### src/rtl/pic_pkg.sv
package pic_pkg;

  localparam logic [1:0] PORT_CMD  = 2'd0;
  localparam logic [1:0] PORT_DATA = 2'd1;
  localparam logic [1:0] PORT_TRIG = 2'd2;

  typedef enum logic [1:0] {
    ST_RUN,
    ST_BASE,
    ST_CASC,
    ST_MODE
  } init_st_t;

  typedef enum logic [2:0] {
    OP_ROTA_OFF = 3'd0,
    OP_NS_EOI   = 3'd1,
    OP_NONE     = 3'd2,
    OP_SP_EOI   = 3'd3,
    OP_ROTA_ON  = 3'd4,
    OP_ROT_NS   = 3'd5,
    OP_SET_LOW  = 3'd6,
    OP_ROT_SP   = 3'd7
  } cmd_op_t;

endpackage

### src/rtl/pic_req_latch.sv
module pic_req_latch #(
  parameter int LINES = 8
) (
  input  logic             clk,
  input  logic             rst,
  input  logic [LINES-1:0] irq_in,
  input  logic [LINES-1:0] level_mode,
  input  logic [LINES-1:0] clr,
  input  logic             reinit,
  output logic [LINES-1:0] irr
);

  logic [LINES-1:0] prev_lvl;

  for (genvar i = 0; i < LINES; i++) begin : g_line
    always_ff @(posedge clk) begin
      if (rst) begin
        prev_lvl[i] <= 1'b0;
        irr[i]      <= 1'b0;
      end else begin
        prev_lvl[i] <= reinit ? 1'b0 : irq_in[i];
        if (level_mode[i]) begin
          irr[i] <= irq_in[i];
        end else if (reinit) begin
          irr[i] <= 1'b0;
        end else begin
          irr[i] <= (irr[i] & ~clr[i]) | (irq_in[i] & ~prev_lvl[i]);
        end
      end
    end
  end

endmodule

### src/rtl/pic_prio_pick.sv
module pic_prio_pick #(
  parameter int LINES = 8,
  parameter int LW    = $clog2(LINES)
) (
  input  logic [LINES-1:0] vec,
  input  logic [LW-1:0]    off,
  output logic             found,
  output logic [LW-1:0]    line,
  output logic [LW-1:0]    rank
);

  logic [LW-1:0] idx;

  always_comb begin
    found = 1'b0;
    line  = '0;
    rank  = '0;
    idx   = '0;
    for (int r = LINES - 1; r >= 0; r--) begin
      idx = off + LW'(r);
      if (vec[idx]) begin
        found = 1'b1;
        line  = idx;
        rank  = LW'(r);
      end
    end
  end

endmodule

### src/rtl/prio_irq_ctrl.sv
module prio_irq_ctrl #(
  parameter int               LINES      = 8,
  parameter logic [LINES-1:0] TRIG_WMASK = 8'hF8
) (
  input  logic             clk,
  input  logic             rst,
  input  logic [LINES-1:0] irq_in,
  input  logic             wr_en,
  input  logic             rd_en,
  input  logic [1:0]       addr,
  input  logic [LINES-1:0] wdata,
  output logic [LINES-1:0] rdata,
  input  logic             ack,
  output logic [LINES-1:0] vec_out,
  output logic             int_out
);
  import pic_pkg::*;

  localparam int LW = $clog2(LINES);
  localparam int BW = LINES - LW;

  logic [LINES-1:0] irr, imr_q, isr_q, elcr_q;
  logic [BW-1:0]    base_q;
  logic [LW-1:0]    off_q;
  logic             aeoi_q, rota_q, init4_q, rsel_q, poll_q;
  init_st_t         init_st;

  logic             found_r, found_s, grant;
  logic [LW-1:0]    line_r, rank_r, line_s, rank_s;
  logic [LINES-1:0] clr, win_hot;
  logic             reinit, poll_rd;
  cmd_op_t          op;

  assign win_hot = LINES'(1) << line_r;
  assign reinit  = wr_en && (addr == PORT_CMD) && wdata[4];
  assign poll_rd = !wr_en && rd_en && poll_q && !addr[1];
  assign op      = cmd_op_t'(wdata[LINES-1:LINES-3]);

  pic_req_latch #(.LINES(LINES)) i_latch (
    .clk(clk), .rst(rst), .irq_in(irq_in), .level_mode(elcr_q),
    .clr(clr), .reinit(reinit), .irr(irr)
  );

  pic_prio_pick #(.LINES(LINES), .LW(LW)) i_pick_req (
    .vec(irr & ~imr_q), .off(off_q),
    .found(found_r), .line(line_r), .rank(rank_r)
  );

  pic_prio_pick #(.LINES(LINES), .LW(LW)) i_pick_isr (
    .vec(isr_q), .off(off_q),
    .found(found_s), .line(line_s), .rank(rank_s)
  );

  assign grant = found_r && (!found_s || (rank_r < rank_s));

  always_comb begin
    clr = '0;
    if (poll_rd && grant) begin
      clr = win_hot;
    end else if (!wr_en && !rd_en && ack && grant) begin
      clr = win_hot & ~elcr_q;
    end
  end

  always_ff @(posedge clk) begin
    if (rst) begin
      imr_q   <= '0;
      isr_q   <= '0;
      elcr_q  <= '0;
      base_q  <= '0;
      off_q   <= '0;
      aeoi_q  <= 1'b0;
      rota_q  <= 1'b0;
      init4_q <= 1'b0;
      rsel_q  <= 1'b0;
      poll_q  <= 1'b0;
      init_st <= ST_RUN;
      rdata   <= '0;
      vec_out <= '0;
      int_out <= 1'b0;
    end else begin
      int_out <= grant;
      if (wr_en) begin
        case (addr)
          PORT_CMD: begin
            if (wdata[4]) begin
              init4_q <= wdata[0];
              init_st <= ST_BASE;
              imr_q   <= '0;
              off_q   <= '0;
              rsel_q  <= 1'b0;
              if (!wdata[0]) aeoi_q <= 1'b0;
            end else if (wdata[3]) begin
              if (wdata[2]) poll_q <= 1'b1;
              if (wdata[1]) rsel_q <= wdata[0];
            end else begin
              case (op)
                OP_ROTA_OFF: rota_q <= 1'b0;
                OP_ROTA_ON:  rota_q <= 1'b1;
                OP_NS_EOI: if (found_s) isr_q[line_s] <= 1'b0;
                OP_ROT_NS: if (found_s) begin
                  isr_q[line_s] <= 1'b0;
                  off_q <= line_s + LW'(1);
                end
                OP_SP_EOI: isr_q[wdata[LW-1:0]] <= 1'b0;
                OP_ROT_SP: begin
                  isr_q[wdata[LW-1:0]] <= 1'b0;
                  off_q <= wdata[LW-1:0] + LW'(1);
                end
                OP_SET_LOW: off_q <= wdata[LW-1:0] + LW'(1);
                default: ;
              endcase
            end
          end
          PORT_DATA: begin
            case (init_st)
              ST_RUN:  imr_q <= wdata;
              ST_BASE: begin
                base_q  <= wdata[LINES-1:LW];
                init_st <= ST_CASC;
              end
              ST_CASC: init_st <= init4_q ? ST_MODE : ST_RUN;
              ST_MODE: begin
                aeoi_q  <= wdata[1];
                init_st <= ST_RUN;
              end
              default: init_st <= ST_RUN;
            endcase
          end
          PORT_TRIG: elcr_q <= wdata & TRIG_WMASK;
          default: ;
        endcase
      end else if (rd_en) begin
        if (poll_rd) begin
          poll_q <= 1'b0;
          if (grant) begin
            rdata <= {1'b1, {(LINES-1-LW){1'b0}}, line_r};
            isr_q[line_r] <= 1'b0;
          end else begin
            rdata <= LINES'(LINES - 1);
          end
        end else begin
          case (addr)
            PORT_CMD:  rdata <= rsel_q ? isr_q : irr;
            PORT_DATA: rdata <= imr_q;
            PORT_TRIG: rdata <= elcr_q;
            default:   rdata <= '0;
          endcase
        end
      end else if (ack) begin
        if (grant) begin
          vec_out <= {base_q, line_r};
          if (aeoi_q) begin
            if (rota_q) off_q <= line_r + LW'(1);
          end else begin
            isr_q[line_r] <= 1'b1;
          end
        end else begin
          vec_out <= {base_q, LW'(LINES - 1)};
        end
      end
    end
  end

endmodule

### config.mk
export PLATFORM = sky130hd
export DESIGN_NAME = prio_irq_ctrl
export DESIGN_NICKNAME = d
export VERILOG_FILES = /design/src/rtl/pic_pkg.sv /design/src/rtl/pic_req_latch.sv /design/src/rtl/pic_prio_pick.sv /design/src/rtl/prio_irq_ctrl.sv
export SDC_FILE = /design/constraint.sdc
export NUM_CORES = 1
export LEC_CHECK = 0
export ABC_AREA = 1
export BUFFER_PORTS_ARGS = -buffer_cell sky130_fd_sc_hd__clkbuf_2
export CORE_UTILIZATION = 30
export DETAILED_ROUTE_END_ITERATION = 8
export GPL_TIMING_DRIVEN = 0
export PLACE_DENSITY = 0.57
export RECOVER_POWER = 50
export SYNTH_ARGS = -nofsm -noshare
export SYNTH_HDL_FRONTEND = slang
export SYNTH_SLANG_ARGS = --single-unit
### constraint.sdc
create_clock -name clk -period 4.1 [get_ports clk]
set_input_delay 1.23 -clock clk [delete_from_list [all_inputs] [get_ports clk]]
set_output_delay 1.23 -clock clk [all_outputs]
set_load 0.005 [all_outputs]
==> impl_metrics.csv <==
group,metric,value,unit
placement,dp_hpwl,12200,um
critical_path,cp_slowest_cell,"dfxtp_1",
placement,port_buffers,39,
logic_synthesis,synth_seq_area_share,28.0,%
final_layout,diodes,0,
clocking,cts.clk_slew.worst_paths,0.06,ns
final_layout,multi_input_area,3000,um^2
clocking,cts_buffers,9,
clocking,cts_tree,"built",
die,coreArea,15900,um^2
sta,worst_pin_slew,0.690,ns
die,start_util,30.9,%
routing,viasPerCell,4.89,
grt,grt_usage,18.9,%
final_layout,drive_above_1_share,12.1,%
critical_path,critPathMaxFanout,10,
logic_synthesis,synthFlopType,"dfxtp_1",
sta,rsz0062_at_grt,"false",
clocking,root_buffer,"clkbuf_16",
clocking,htree_num_levels,3,
final_layout,final_cell_mix,"nand2_1 (173), inv_1 (95), nand3_1 (92)",
routing,post_drt_wl_per_cell,14.6,um
logic_synthesis,syn-num-nets,821,
logic_synthesis,synth_top_area_cell,"dfxtp_1",
final_layout,syn_to_final_growth,14.9,%
final_layout,seq_area,1380,um^2
critical_path,rr_endpoint,"rdata[0]",
routing,drtIter0Drc,381,
routing,drt_first_pass_iters,5,
die,num_io_pins,40,
clocking,post_cts_buffers,0,
final_layout,final_util,35.5,%
logic_synthesis,synth_edf_count,0,
placement,gp_congestion,0.875,
final_layout,final_common_cell,"nand2_1",
grt,antenna_found_initial,0,
final_layout,fin_nets,871,
logic_synthesis,syn_inst,783,
logic_synthesis,ys_types,46,
die,rows,46,
logic_synthesis,ys_ff_latch,69,
logic_synthesis,synth-async-reset-ratio,0,%
die,die_h,130,um
power,p_per_area,780,nW/um^2
sta,skew,0.00440,ns
grt,gr-total-overflow,0,
logic_synthesis,yosys-top-cells-area,"dfxtp_1 (28%), nand2_1 (13%), nand3_1 (9.3%)",
critical_path,critPathArrivalTime,3.97,ns
routing,vias,5145,
clocking,cts.path.max_buffers,2,
sta,relSlewSlack,53.8,%
logic_synthesis,synth_top_area_share,28.0,%
sta,max_freq,265,MHz
critical_path,critPathCaptureType,"flip-flop",
flow_run,maxCapViolCount,0,
routing,totalWireLength,15400,um
sta,hold_viol,0,
critical_path,r2r_setup_slack,0.33,ns
die,dieArea,16900,um^2
sta,setup_viol,0,
logic_synthesis,avgSynthCellArea,6.29,um^2
logic_synthesis,synthesis.area,4920,um^2
critical_path,start_kind,"flip-flop",
die,die_width,130,um
min_path,hold_path_end,"rdata[6]",
sta,setup_tns,0,ns
sta,slew_violations,0,
critical_path,crit_path_cell_trace,"inv_2, buf_6, ha_1, inv_1, buf_2, nand3_1, nand3_1, nand2_1, nor2_1, inv_1, nor3_1, ha_1, a21oi_1, nand2_2, a21boi_2, nand2_1, o21ai_0, a21oi_1",
grt,grt_pass1_wl,24600,um
power,peakVddDrop,0.369,mV
clocking,insertion_delay,0.34,ns
sta,min_period,3.77,ns
clocking,ctsHoldBuffers,0,
min_path,min_path_cells,2,
grt,grt_pass1_vias,4751,
critical_path,crit_path_max_incr_delay,0.43,ns
clocking,postCtsResizedCells,0,
routing,drc,0,
sta,finalCritPeriodShare,91.9,%
critical_path,path_class,"flip-flop to flip-flop",
clocking,numClockSinks,69,
grt,grt_max_degree,13,
min_path,hp-start,"rdata[6]",
final_layout,nFillCells,1758,
critical_path,rr_worst_depth,18,
power,p_leak,2.63,nW
outcome,status,"finished clean",
logic_synthesis,yosysWarnings,0,
min_path,hp-class,"flip-flop to flip-flop",
critical_path,r2r_start,"off_q[0]",
critical_path,required,4.30,ns
routing,postRouteAntennaNets,0,
[cells in the mapped netlist (2+ instances only)]
master    count
xor2_2        3
o21ai_0      47
a31oi_1       3
nor4_1        2
o21bai_1      3
inv_2        10
clkinv_1      3
nand2_2      12
nand4_1       3
o21a_1        3
a21oi_2       4
nor3_1       11
clkbuf_1     10
nand2_1     173
ha_1         15
o21ai_1       6
a21oi_1      63
nor2_1       89
buf_2         5
buf_6         5
nand3_1      92
nand2_8       2
o221ai_1      6
o211a_1       3
o211ai_1      3
nand2_4       2
or2_2         6
a211oi_1     11
dfxtp_1      69
inv_1        95
and2_1        2
nand3_2       8
[metrics by stage]
step	area, um^2	setup slack (ns)	cells	hold slack (ns)	total power, W
floorplan	4920	0.983	783	0.445	0.00295
global placement	5390	0.225	1038	0.457	0.00362
detailed placement	5390	0.208	1038	0.458	0.00363
CTS	5680	0.356	1053	0.467	0.00441
global route	5660	0.0291	1053	0.483	0.00483
finish	5660	0.331	1053	0.466	0.00441
[layout make-up]
type,instances,area share (%)
Buffer,22,2.25
Clock buffer,9,3.98
Clock inverter,6,1.13
Inverter,109,7.36
Multi-Input combinational cell,583,52.9
Sequential cell,69,24.4
Tap cell,216,4.77
Timing Repair Buffer,39,3.14
[cells by family after synthesis]
family / synth area share (%)
compound gates: 19.2
simple gates: 36.7
buf+inv: 11.1
xor+xnor: 1.17
flops: 28.0
fa+ha+maj: 3.81
[worst max-delay path: cells and delay by family, from the launching register on]
family | cells | cell delay (ns)
compound gates | 4 | 0.82
fa+ha+maj | 2 | 0.61
simple gates | 7 | 1.05
buf+inv | 5 | 0.70
flops | 1 | 0.43
[layer usage]
layer  global-route usage (%)  up-vias  routed length [um]
met5                        0        -                   0
met4                     6.16        0                 286
met3                     2.71       19                 750
met2                     29.9      130                6790
met1                     26.4     2324                7600
li1                         -     2672                   -
[power by group]
group          switching (W)  internal [W]
sequential         0.0000672      0.000741
combinational        0.00192      0.000905
clock               0.000314      0.000467
total                0.00230       0.00211
[worst max-delay path by stage]
stage,startpoint,endpoint,slack [ns],cells past startpoint
floorplan,off_q[1],flip-flop,0.98,22
global placement,wr_en,i_latch.irr[5],0.22,11
detailed placement,wr_en,i_latch.irr[5],0.21,11
CTS,off_q[1],rdata[0],0.36,18
global route,off_q[0],rdata[0],0.03,18
finish,off_q[0],rdata[0],0.33,18
No activity file was read; power rests on OpenSTA's default activity.
